**src/rtl/mqp_pkg.sv**
```systemverilog
package mqp_pkg;
  typedef enum logic [1:0] {
    ST_IDLE,
    ST_LOOKUP,
    ST_SEND,
    ST_STALL
  } seq_state_e;

  localparam logic [2:0] RA_PULL    = 3'd0;
  localparam logic [2:0] RA_STATUS  = 3'd1;
  localparam logic [2:0] RA_ENGINE  = 3'd2;
  localparam logic [2:0] RA_INTR    = 3'd3;
  localparam logic [2:0] RA_INTR_EN = 3'd4;
  localparam logic [2:0] RA_TRAP    = 3'd5;
endpackage

```
**src/rtl/mqp_bind_table.sv**
```systemverilog
module mqp_bind_table #(
  parameter int NSUB  = 8,
  parameter int ENG_W = 2,
  localparam int SUB_W  = $clog2(NSUB),
  localparam int BIND_W = NSUB * ENG_W
) (
  input  logic              clk,
  input  logic              rst_n,
  input  logic              sw_we,
  input  logic [BIND_W-1:0] sw_data,
  input  logic              lk_we,
  input  logic [SUB_W-1:0]  lk_sub,
  input  logic [ENG_W-1:0]  lk_eng,
  output logic [BIND_W-1:0] bind_o,
  output logic [ENG_W-1:0]  last_o
);
  for (genvar g = 0; g < NSUB; g++) begin : g_ent
    logic [ENG_W-1:0] ent_q, ent_d;
    always_comb begin
      ent_d = ent_q;
      if (sw_we) ent_d = sw_data[g*ENG_W +: ENG_W];
      if (lk_we && lk_sub == SUB_W'(g)) ent_d = lk_eng;
    end
    always_ff @(posedge clk or negedge rst_n) begin
      if (!rst_n) ent_q <= '0;
      else        ent_q <= ent_d;
    end
    assign bind_o[g*ENG_W +: ENG_W] = ent_q;
  end

  logic [ENG_W-1:0] last_q;
  always_ff @(posedge clk or negedge rst_n) begin
    if (!rst_n)     last_q <= '0;
    else if (lk_we) last_q <= lk_eng;
  end
  assign last_o = last_q;
endmodule

```
**src/rtl/mqp_regs.sv**
```systemverilog
module mqp_regs #(
  parameter int DW     = 32,
  parameter int BIND_W = 16,
  parameter int ENG_W  = 2,
  parameter int CH_W   = 5
) (
  input  logic              clk,
  input  logic              rst_n,
  input  logic              reg_we,
  input  logic [2:0]        reg_addr,
  input  logic [DW-1:0]     reg_wdata,
  output logic [DW-1:0]     reg_rdata,
  input  logic              q_empty,
  input  logic [BIND_W-1:0] bind_vec,
  input  logic [ENG_W-1:0]  last_eng,
  input  logic              trap_set,
  input  logic [CH_W-1:0]   trap_chan,
  input  logic              err_set,
  output logic              pull_en,
  output logic              ctx_pend,
  output logic              sw_bind_we,
  output logic [BIND_W-1:0] sw_bind_data,
  output logic              irq
);
  import mqp_pkg::*;

  logic            pull_q, pull_d, ien_q, ien_d, pend_q, pend_d, err_q, err_d;
  logic [CH_W-1:0] trap_q, trap_d;
  logic            wr_pull, wr_stat, wr_intr, wr_ien;

  assign wr_pull = reg_we && reg_addr == RA_PULL;
  assign wr_stat = reg_we && reg_addr == RA_STATUS;
  assign wr_intr = reg_we && reg_addr == RA_INTR;
  assign wr_ien  = reg_we && reg_addr == RA_INTR_EN;

  always_comb begin
    pull_d = wr_pull ? reg_wdata[0] : pull_q;
    ien_d  = wr_ien  ? reg_wdata[0] : ien_q;
    pend_d = trap_set | (pend_q & ~(wr_intr & reg_wdata[0]));
    err_d  = err_set  | (err_q  & ~(wr_stat & reg_wdata[4]));
    trap_d = trap_set ? trap_chan : trap_q;
  end

  always_ff @(posedge clk or negedge rst_n) begin
    if (!rst_n) begin
      pull_q <= 1'b0;
      ien_q  <= 1'b0;
      pend_q <= 1'b0;
      err_q  <= 1'b0;
      trap_q <= '0;
    end else begin
      pull_q <= pull_d;
      ien_q  <= ien_d;
      pend_q <= pend_d;
      err_q  <= err_d;
      trap_q <= trap_d;
    end
  end

  always_comb begin
    reg_rdata = '0;
    case (reg_addr)
      RA_PULL:    reg_rdata[0] = pull_q;
      RA_STATUS: begin
        reg_rdata[0]           = q_empty;
        reg_rdata[4]           = err_q;
        reg_rdata[8 +: ENG_W]  = last_eng;
      end
      RA_ENGINE:  reg_rdata[BIND_W-1:0] = bind_vec;
      RA_INTR:    reg_rdata[0] = pend_q;
      RA_INTR_EN: reg_rdata[0] = ien_q;
      RA_TRAP:    reg_rdata[CH_W-1:0] = trap_q;
      default:    reg_rdata = '0;
    endcase
  end

  assign pull_en      = pull_q;
  assign ctx_pend     = pend_q;
  assign sw_bind_we   = reg_we && reg_addr == RA_ENGINE;
  assign sw_bind_data = reg_wdata[BIND_W-1:0];
  assign irq          = pend_q & ien_q;
endmodule

```
**src/rtl/mqp_seq.sv**
```systemverilog
module mqp_seq #(
  parameter int MW      = 13,
  parameter int ENG_W   = 2,
  parameter int CH_W    = 5,
  parameter int GFX_ENG = 1
) (
  input  logic             clk,
  input  logic             rst_n,
  input  logic             pull_en,
  input  logic             q_empty,
  input  logic [MW-1:0]    q_method,
  input  logic [ENG_W-1:0] head_eng,
  input  logic [CH_W-1:0]  cur_chan,
  input  logic [CH_W-1:0]  eng_chan,
  input  logic             fifo_access,
  input  logic             ctx_pend,
  input  logic             lk_ack,
  input  logic             lk_found,
  input  logic             disp_ready,
  output logic             q_pop,
  output logic             lk_req,
  output logic             disp_valid,
  output logic [ENG_W-1:0] disp_eng,
  output logic             trap_set,
  output logic             bind_we,
  output logic             err_set
);
  import mqp_pkg::*;

  localparam logic [MW-1:0] ENG_BASE = MW'(256);

  seq_state_e       st_q, st_d;
  logic [ENG_W-1:0] eng_q, eng_d;
  logic             is_gfx, chan_ok;

  assign is_gfx  = head_eng == ENG_W'(GFX_ENG);
  assign chan_ok = cur_chan == eng_chan;

  always_comb begin
    st_d       = st_q;
    eng_d      = eng_q;
    q_pop      = 1'b0;
    lk_req     = 1'b0;
    disp_valid = 1'b0;
    trap_set   = 1'b0;
    bind_we    = 1'b0;
    err_set    = 1'b0;
    case (st_q)
      ST_IDLE: begin
        if (pull_en && !q_empty) begin
          if (q_method == '0) begin
            st_d = ST_LOOKUP;
          end else if (q_method < ENG_BASE) begin
            q_pop = 1'b1;
          end else if (is_gfx && !chan_ok) begin
            trap_set = 1'b1;
            st_d     = ST_STALL;
          end else if (!is_gfx || fifo_access) begin
            eng_d = head_eng;
            st_d  = ST_SEND;
          end
        end
      end
      ST_LOOKUP: begin
        lk_req = 1'b1;
        if (lk_ack) begin
          q_pop   = 1'b1;
          bind_we = lk_found;
          err_set = !lk_found;
          st_d    = ST_IDLE;
        end
      end
      ST_SEND: begin
        disp_valid = 1'b1;
        if (disp_ready) begin
          q_pop = 1'b1;
          st_d  = ST_IDLE;
        end
      end
      ST_STALL: begin
        if (!ctx_pend) st_d = ST_IDLE;
      end
      default: st_d = ST_IDLE;
    endcase
  end

  always_ff @(posedge clk or negedge rst_n) begin
    if (!rst_n) begin
      st_q  <= ST_IDLE;
      eng_q <= '0;
    end else begin
      st_q  <= st_d;
      eng_q <= eng_d;
    end
  end

  assign disp_eng = eng_q;
endmodule

```
**src/rtl/mqp_top.sv**
```systemverilog
module mqp_top #(
  parameter int NSUB    = 8,
  parameter int ENG_W   = 2,
  parameter int CH_W    = 5,
  parameter int MW      = 13,
  parameter int DW      = 32,
  parameter int GFX_ENG = 1,
  localparam int SUB_W  = $clog2(NSUB),
  localparam int BIND_W = NSUB * ENG_W
) (
  input  logic             clk,
  input  logic             rst_n,
  input  logic             q_empty,
  input  logic [MW-1:0]    q_method,
  input  logic [SUB_W-1:0] q_subch,
  input  logic [DW-1:0]    q_param,
  output logic             q_pop,
  output logic             lk_req,
  output logic [DW-1:0]    lk_handle,
  input  logic             lk_ack,
  input  logic             lk_found,
  input  logic [ENG_W-1:0] lk_engine,
  output logic             disp_valid,
  input  logic             disp_ready,
  output logic [ENG_W-1:0] disp_engine,
  output logic [MW-1:0]    disp_method,
  output logic [SUB_W-1:0] disp_subch,
  output logic [DW-1:0]    disp_param,
  input  logic [CH_W-1:0]  cur_chan,
  input  logic [CH_W-1:0]  eng_chan,
  input  logic             fifo_access,
  input  logic             reg_we,
  input  logic [2:0]       reg_addr,
  input  logic [DW-1:0]    reg_wdata,
  output logic [DW-1:0]    reg_rdata,
  output logic             irq
);
  logic [1:0]        rst_sync;
  logic              rst_s;
  logic [BIND_W-1:0] bind_vec, sw_bind_data;
  logic [ENG_W-1:0]  last_eng, head_eng;
  logic              pull_en, ctx_pend, sw_bind_we, trap_set, bind_we, err_set;

  always_ff @(posedge clk or negedge rst_n) begin
    if (!rst_n) rst_sync <= 2'b00;
    else        rst_sync <= {rst_sync[0], 1'b1};
  end
  assign rst_s = rst_sync[1];

  always_comb begin
    head_eng = '0;
    for (int i = 0; i < NSUB; i++)
      if (q_subch == SUB_W'(i)) head_eng = bind_vec[i*ENG_W +: ENG_W];
  end

  assign lk_handle   = q_param;
  assign disp_method = q_method;
  assign disp_subch  = q_subch;
  assign disp_param  = q_param;

  mqp_bind_table #(.NSUB(NSUB), .ENG_W(ENG_W)) u_bind (
    .clk(clk), .rst_n(rst_s),
    .sw_we(sw_bind_we), .sw_data(sw_bind_data),
    .lk_we(bind_we), .lk_sub(q_subch), .lk_eng(lk_engine),
    .bind_o(bind_vec), .last_o(last_eng)
  );

  mqp_regs #(.DW(DW), .BIND_W(BIND_W), .ENG_W(ENG_W), .CH_W(CH_W)) u_regs (
    .clk(clk), .rst_n(rst_s),
    .reg_we(reg_we), .reg_addr(reg_addr), .reg_wdata(reg_wdata), .reg_rdata(reg_rdata),
    .q_empty(q_empty), .bind_vec(bind_vec), .last_eng(last_eng),
    .trap_set(trap_set), .trap_chan(cur_chan), .err_set(err_set),
    .pull_en(pull_en), .ctx_pend(ctx_pend),
    .sw_bind_we(sw_bind_we), .sw_bind_data(sw_bind_data), .irq(irq)
  );

  mqp_seq #(.MW(MW), .ENG_W(ENG_W), .CH_W(CH_W), .GFX_ENG(GFX_ENG)) u_seq (
    .clk(clk), .rst_n(rst_s),
    .pull_en(pull_en), .q_empty(q_empty), .q_method(q_method), .head_eng(head_eng),
    .cur_chan(cur_chan), .eng_chan(eng_chan), .fifo_access(fifo_access),
    .ctx_pend(ctx_pend), .lk_ack(lk_ack), .lk_found(lk_found), .disp_ready(disp_ready),
    .q_pop(q_pop), .lk_req(lk_req), .disp_valid(disp_valid), .disp_eng(disp_engine),
    .trap_set(trap_set), .bind_we(bind_we), .err_set(err_set)
  );
endmodule

```
**config.mk**
```make
export PLATFORM = sky130hd
export DESIGN_NAME = mqp_top
export DESIGN_NICKNAME = d
export VERILOG_FILES = /design/src/rtl/mqp_pkg.sv /design/src/rtl/mqp_bind_table.sv /design/src/rtl/mqp_regs.sv /design/src/rtl/mqp_seq.sv /design/src/rtl/mqp_top.sv
export SDC_FILE = /design/constraint.sdc
export NUM_CORES = 1
export LEC_CHECK = 0
export ABC_AREA = 1
export CAP_MARGIN = 20
export CORE_MARGIN = 2
export CORE_UTILIZATION = 35
export CTS_CLUSTER_SIZE = 40
export DETAILED_ROUTE_END_ITERATION = 8
export GPL_TIMING_DRIVEN = 0
export HOLD_SLACK_MARGIN = 0.03
export PLACE_DENSITY = 0.86
export SYNTH_ARGS = -nofsm -noshare
export SYNTH_HDL_FRONTEND = slang
export SYNTH_SLANG_ARGS = --single-unit
```
**constraint.sdc**
```tcl
create_clock -name clk -period 4.9 [get_ports clk]
set_input_delay 0.98 -clock clk [delete_from_list [all_inputs] [get_ports clk]]
set_output_delay 0.98 -clock clk [all_outputs]
set_load 0.005 [all_outputs]
```
==> impl_metrics.csv <==
group,metric,value,unit
run_status,status,"completed",
clock_tree,cts_tree,"built",
timing,period_needed,4.00,ns
worst_setup_path,critPathKind,"input pin to output port",
floorplan,dieArea,0.00897,mm2
clock_tree,cts_resized,0,
routing,via_per_inst,4.61,
worst_setup_path,endpoint_kind,"output port",
floorplan,io_pins,221,
grt,grt_max_degree,18,
cells_and_area,final_common_cell,"clkdlybuf4s50_1",
timing,tightest_slew,0.701,ns
floorplan,fp.dieH,94.7,um
timing,relSlewSlack,0.533,
placement,place_area,0.00463,mm2
cells_and_area,n_fill_cell,742,
yosys,yosysTopAreaCellShare,0.287,
clock_tree,cts_max_path_buffers,2,
timing,finalClockSkew,0.00857,ns
grt,grt_pass1_vias,2925,
routing,dr.pass1.iters,4,
floorplan,rows,33,
routing,detail-route-antenna-nets,0,
floorplan,initial_utilization,0.356,
power,power_density,240,mW/mm2
grt,grt_antenna_before_repair,0,
worst_setup_path,required,3.92,ns
worst_setup_path,regToRegSetupSlack,3.09,ns
yosys,synthTopCellsByArea,"dfrtp_1 (29%), buf_4 (26%), nand2_1 (9.3%), nand3_1 (6.1%), inv_1 (5.7%)",
clock_tree,clk_pin_slew_worst_paths,0.06,ns
timing,worst_slack,0.897,ns
grt,grt_usage,0.188,
power,peakVddDrop,146,uV
routing,drt_wl_total,8.78,mm
worst_setup_path,start_kind,"input pin",
placement,portBuffers,153,
worst_setup_path,crit_fanout,10,
grt,grt_pass1_wl,13.3,mm
clock_tree,numCtsBuffers,5,
timing,finalSetupViolations,0,
timing,rsz0062_at_grt,"false",
run,drv_cap,0,
yosys,netlist_instances,402,
yosys,synthDistinctLibCells,34,
clock_tree,htreeDepth,2,
cells_and_area,fin_nets,681,
clock_tree,cts_setup_buffers,0,
yosys,synth-seq-cells,33,
clock_tree,clk_latency,0.29,ns
timing,drv_slew,0,
placement,gp_congestion,0.921,
timing,hold_violations,0,
clock_tree,cts.sinks,33,
timing,finalSetupTns,0,ns
cells_and_area,area_growth,63.7,%
placement,dp_hpwl,7.44,mm
yosys,yosysWarningCount,0,
floorplan,core_area,0.00809,mm2
hold_path,hold_path.class,"register to async pin",
routing,drt_iter0_markers,135,
floorplan,die_x,94.7,um
yosys,synth_seq_area_share,0.287,
placement,pre_cts_ws,0.906,ns
routing,drcViolationCount,0,
timing,max_freq,0.250,GHz
timing,post-route-period-util,0.817,
cells_and_area,final_core_util,0.582,
cells_and_area,drive_above_1_share,0.220,
cells_and_area,mostFrequentLayoutCells,"clkdlybuf4s50_1 (153), buf_4 (99), nand2_1 (71)",
yosys,synth_top_area_cell,"dfrtp_1",
placement,placedCellCount,676,
routing,wl_per_cell,12.9,um
yosys,avgSynthCellArea,7.16,um2
yosys,synth_area,0.00288,mm2
cells_and_area,antenna_cells,0,
grt,overflow,0,
cells_and_area,final_cells,683,
worst_setup_path,cp_data_arrival_time,3.02,ns
routing,dr_total_vias,3146,
cells_and_area,final_cell_area,0.00471,mm2
clock_tree,postCtsHoldBufs,0,
power,leakagePower,2.28,nW
clock_tree,cts_root_buffer,"clkbuf_8",
registers in the layout, indices dropped and copies added, names as in the netlist:
register	flops
u_regs.ctx_pend	1
u_regs.err_q	1
u_seq.st_q	2
u_bind.last_o	2
rst_sync	2
u_regs.pull_en	1
u_seq.disp_eng	2
u_bind.g_ent.ent_q	16
u_regs.trap_q	5
u_regs.ien_q	1
power by group:
part	internal, W	switching, W	total [W]
registers	0.000361	0.0000628	0.000424
logic	0.000284	0.000212	0.000496
clock network	0.000111	0.0000993	0.000211
total	0.000757	0.000374	0.00113
critical path, cell delays in order:
cell and delay [ns]:
clkdlybuf4s50_1 0.50, nor2_1 0.25, nand2_1 0.19, clkbuf_1 0.30
o22ai_1 0.27, clkdlybuf4s50_1 0.54
synth_stat cells (all sizes together):
| cell | count |
|---|---|
| o221ai | 6 |
| xor2 | 3 |
| o211ai | 5 |
| nand2 | 73 |
| xnor2 | 1 |
| a221oi | 1 |
| o22ai | 1 |
| buf | 102 |
| conb | 2 |
| or2 | 1 |
| a21oi | 6 |
| nor2 | 36 |
| nor3 | 9 |
| clkbuf | 2 |
| o311ai | 2 |
| a32o | 1 |
| nand3 | 37 |
| nand4 | 14 |
| dfrtp | 33 |
| o21ai | 16 |
| a221o | 1 |
| clkinv | 1 |
| inv | 47 |
| nor4 | 2 |
cells by family (layout without fill, tap and decap cells):
family | after synthesis | in the layout | synth area share
buffers and inverters | 152 | 313 | 0.331
DFF | 33 | 33 | 0.287
xor gates and xnor gates | 4 | 4 | 0.0122
AOI/OAI and AO/OA | 39 | 39 | 0.0891
other | 2 | 17 | 0.00261
and+or+nand+nor | 172 | 172 | 0.278
cell type report:
cell class              count  area [um2]  share of cell area
plain buffers             104         772               0.164
clock buffers               7        86.3              0.0183
inverters                  48         181              0.0385
multi-input cells         232        1160               0.245
flip-flops and latches     33         826               0.175
well taps                 105         131              0.0279
repair buffers            154        1560               0.331
stage by stage:
| stage | hold slack (ns) | power, W |
|---|---|---|
| after global placement | 0.336 | 0.000905 |
| final | 0.290 | 0.00113 |
| after floorplan | 0.331 | 0.000679 |
| after detailed placement | 0.312 | 0.000928 |
| after global routing | 0.338 | 0.00121 |
| after CTS | 0.314 | 0.00114 |
final timing paths:
path,start,cells past startpoint,to
worst min-delay path,rst_sync[1],0,u_bind.g_ent[2].ent_q[1]
worst max register to register,u_seq.st_q[1],9,u_bind.g_ent[7].ent_q[1]
max in group asynchronous,rst_n,1,rst_sync[1]
worst min register to register,rst_sync[1],0,u_bind.g_ent[2].ent_q[1]
worst max-delay path,reg_addr[2],6,reg_rdata[9]
min in group clk,rst_sync[0],0,rst_sync[1]
metal layers:
layer  up-vias  GRT usage  wire length (um)
met5         -          0                 0
met4         0     0.0411                65
met3         7     0.0391               860
met2       157      0.357              4600
met1      1438      0.213              3260
li1       1544          -                 -
Note: power is estimated with default switching activity, not from simulation.
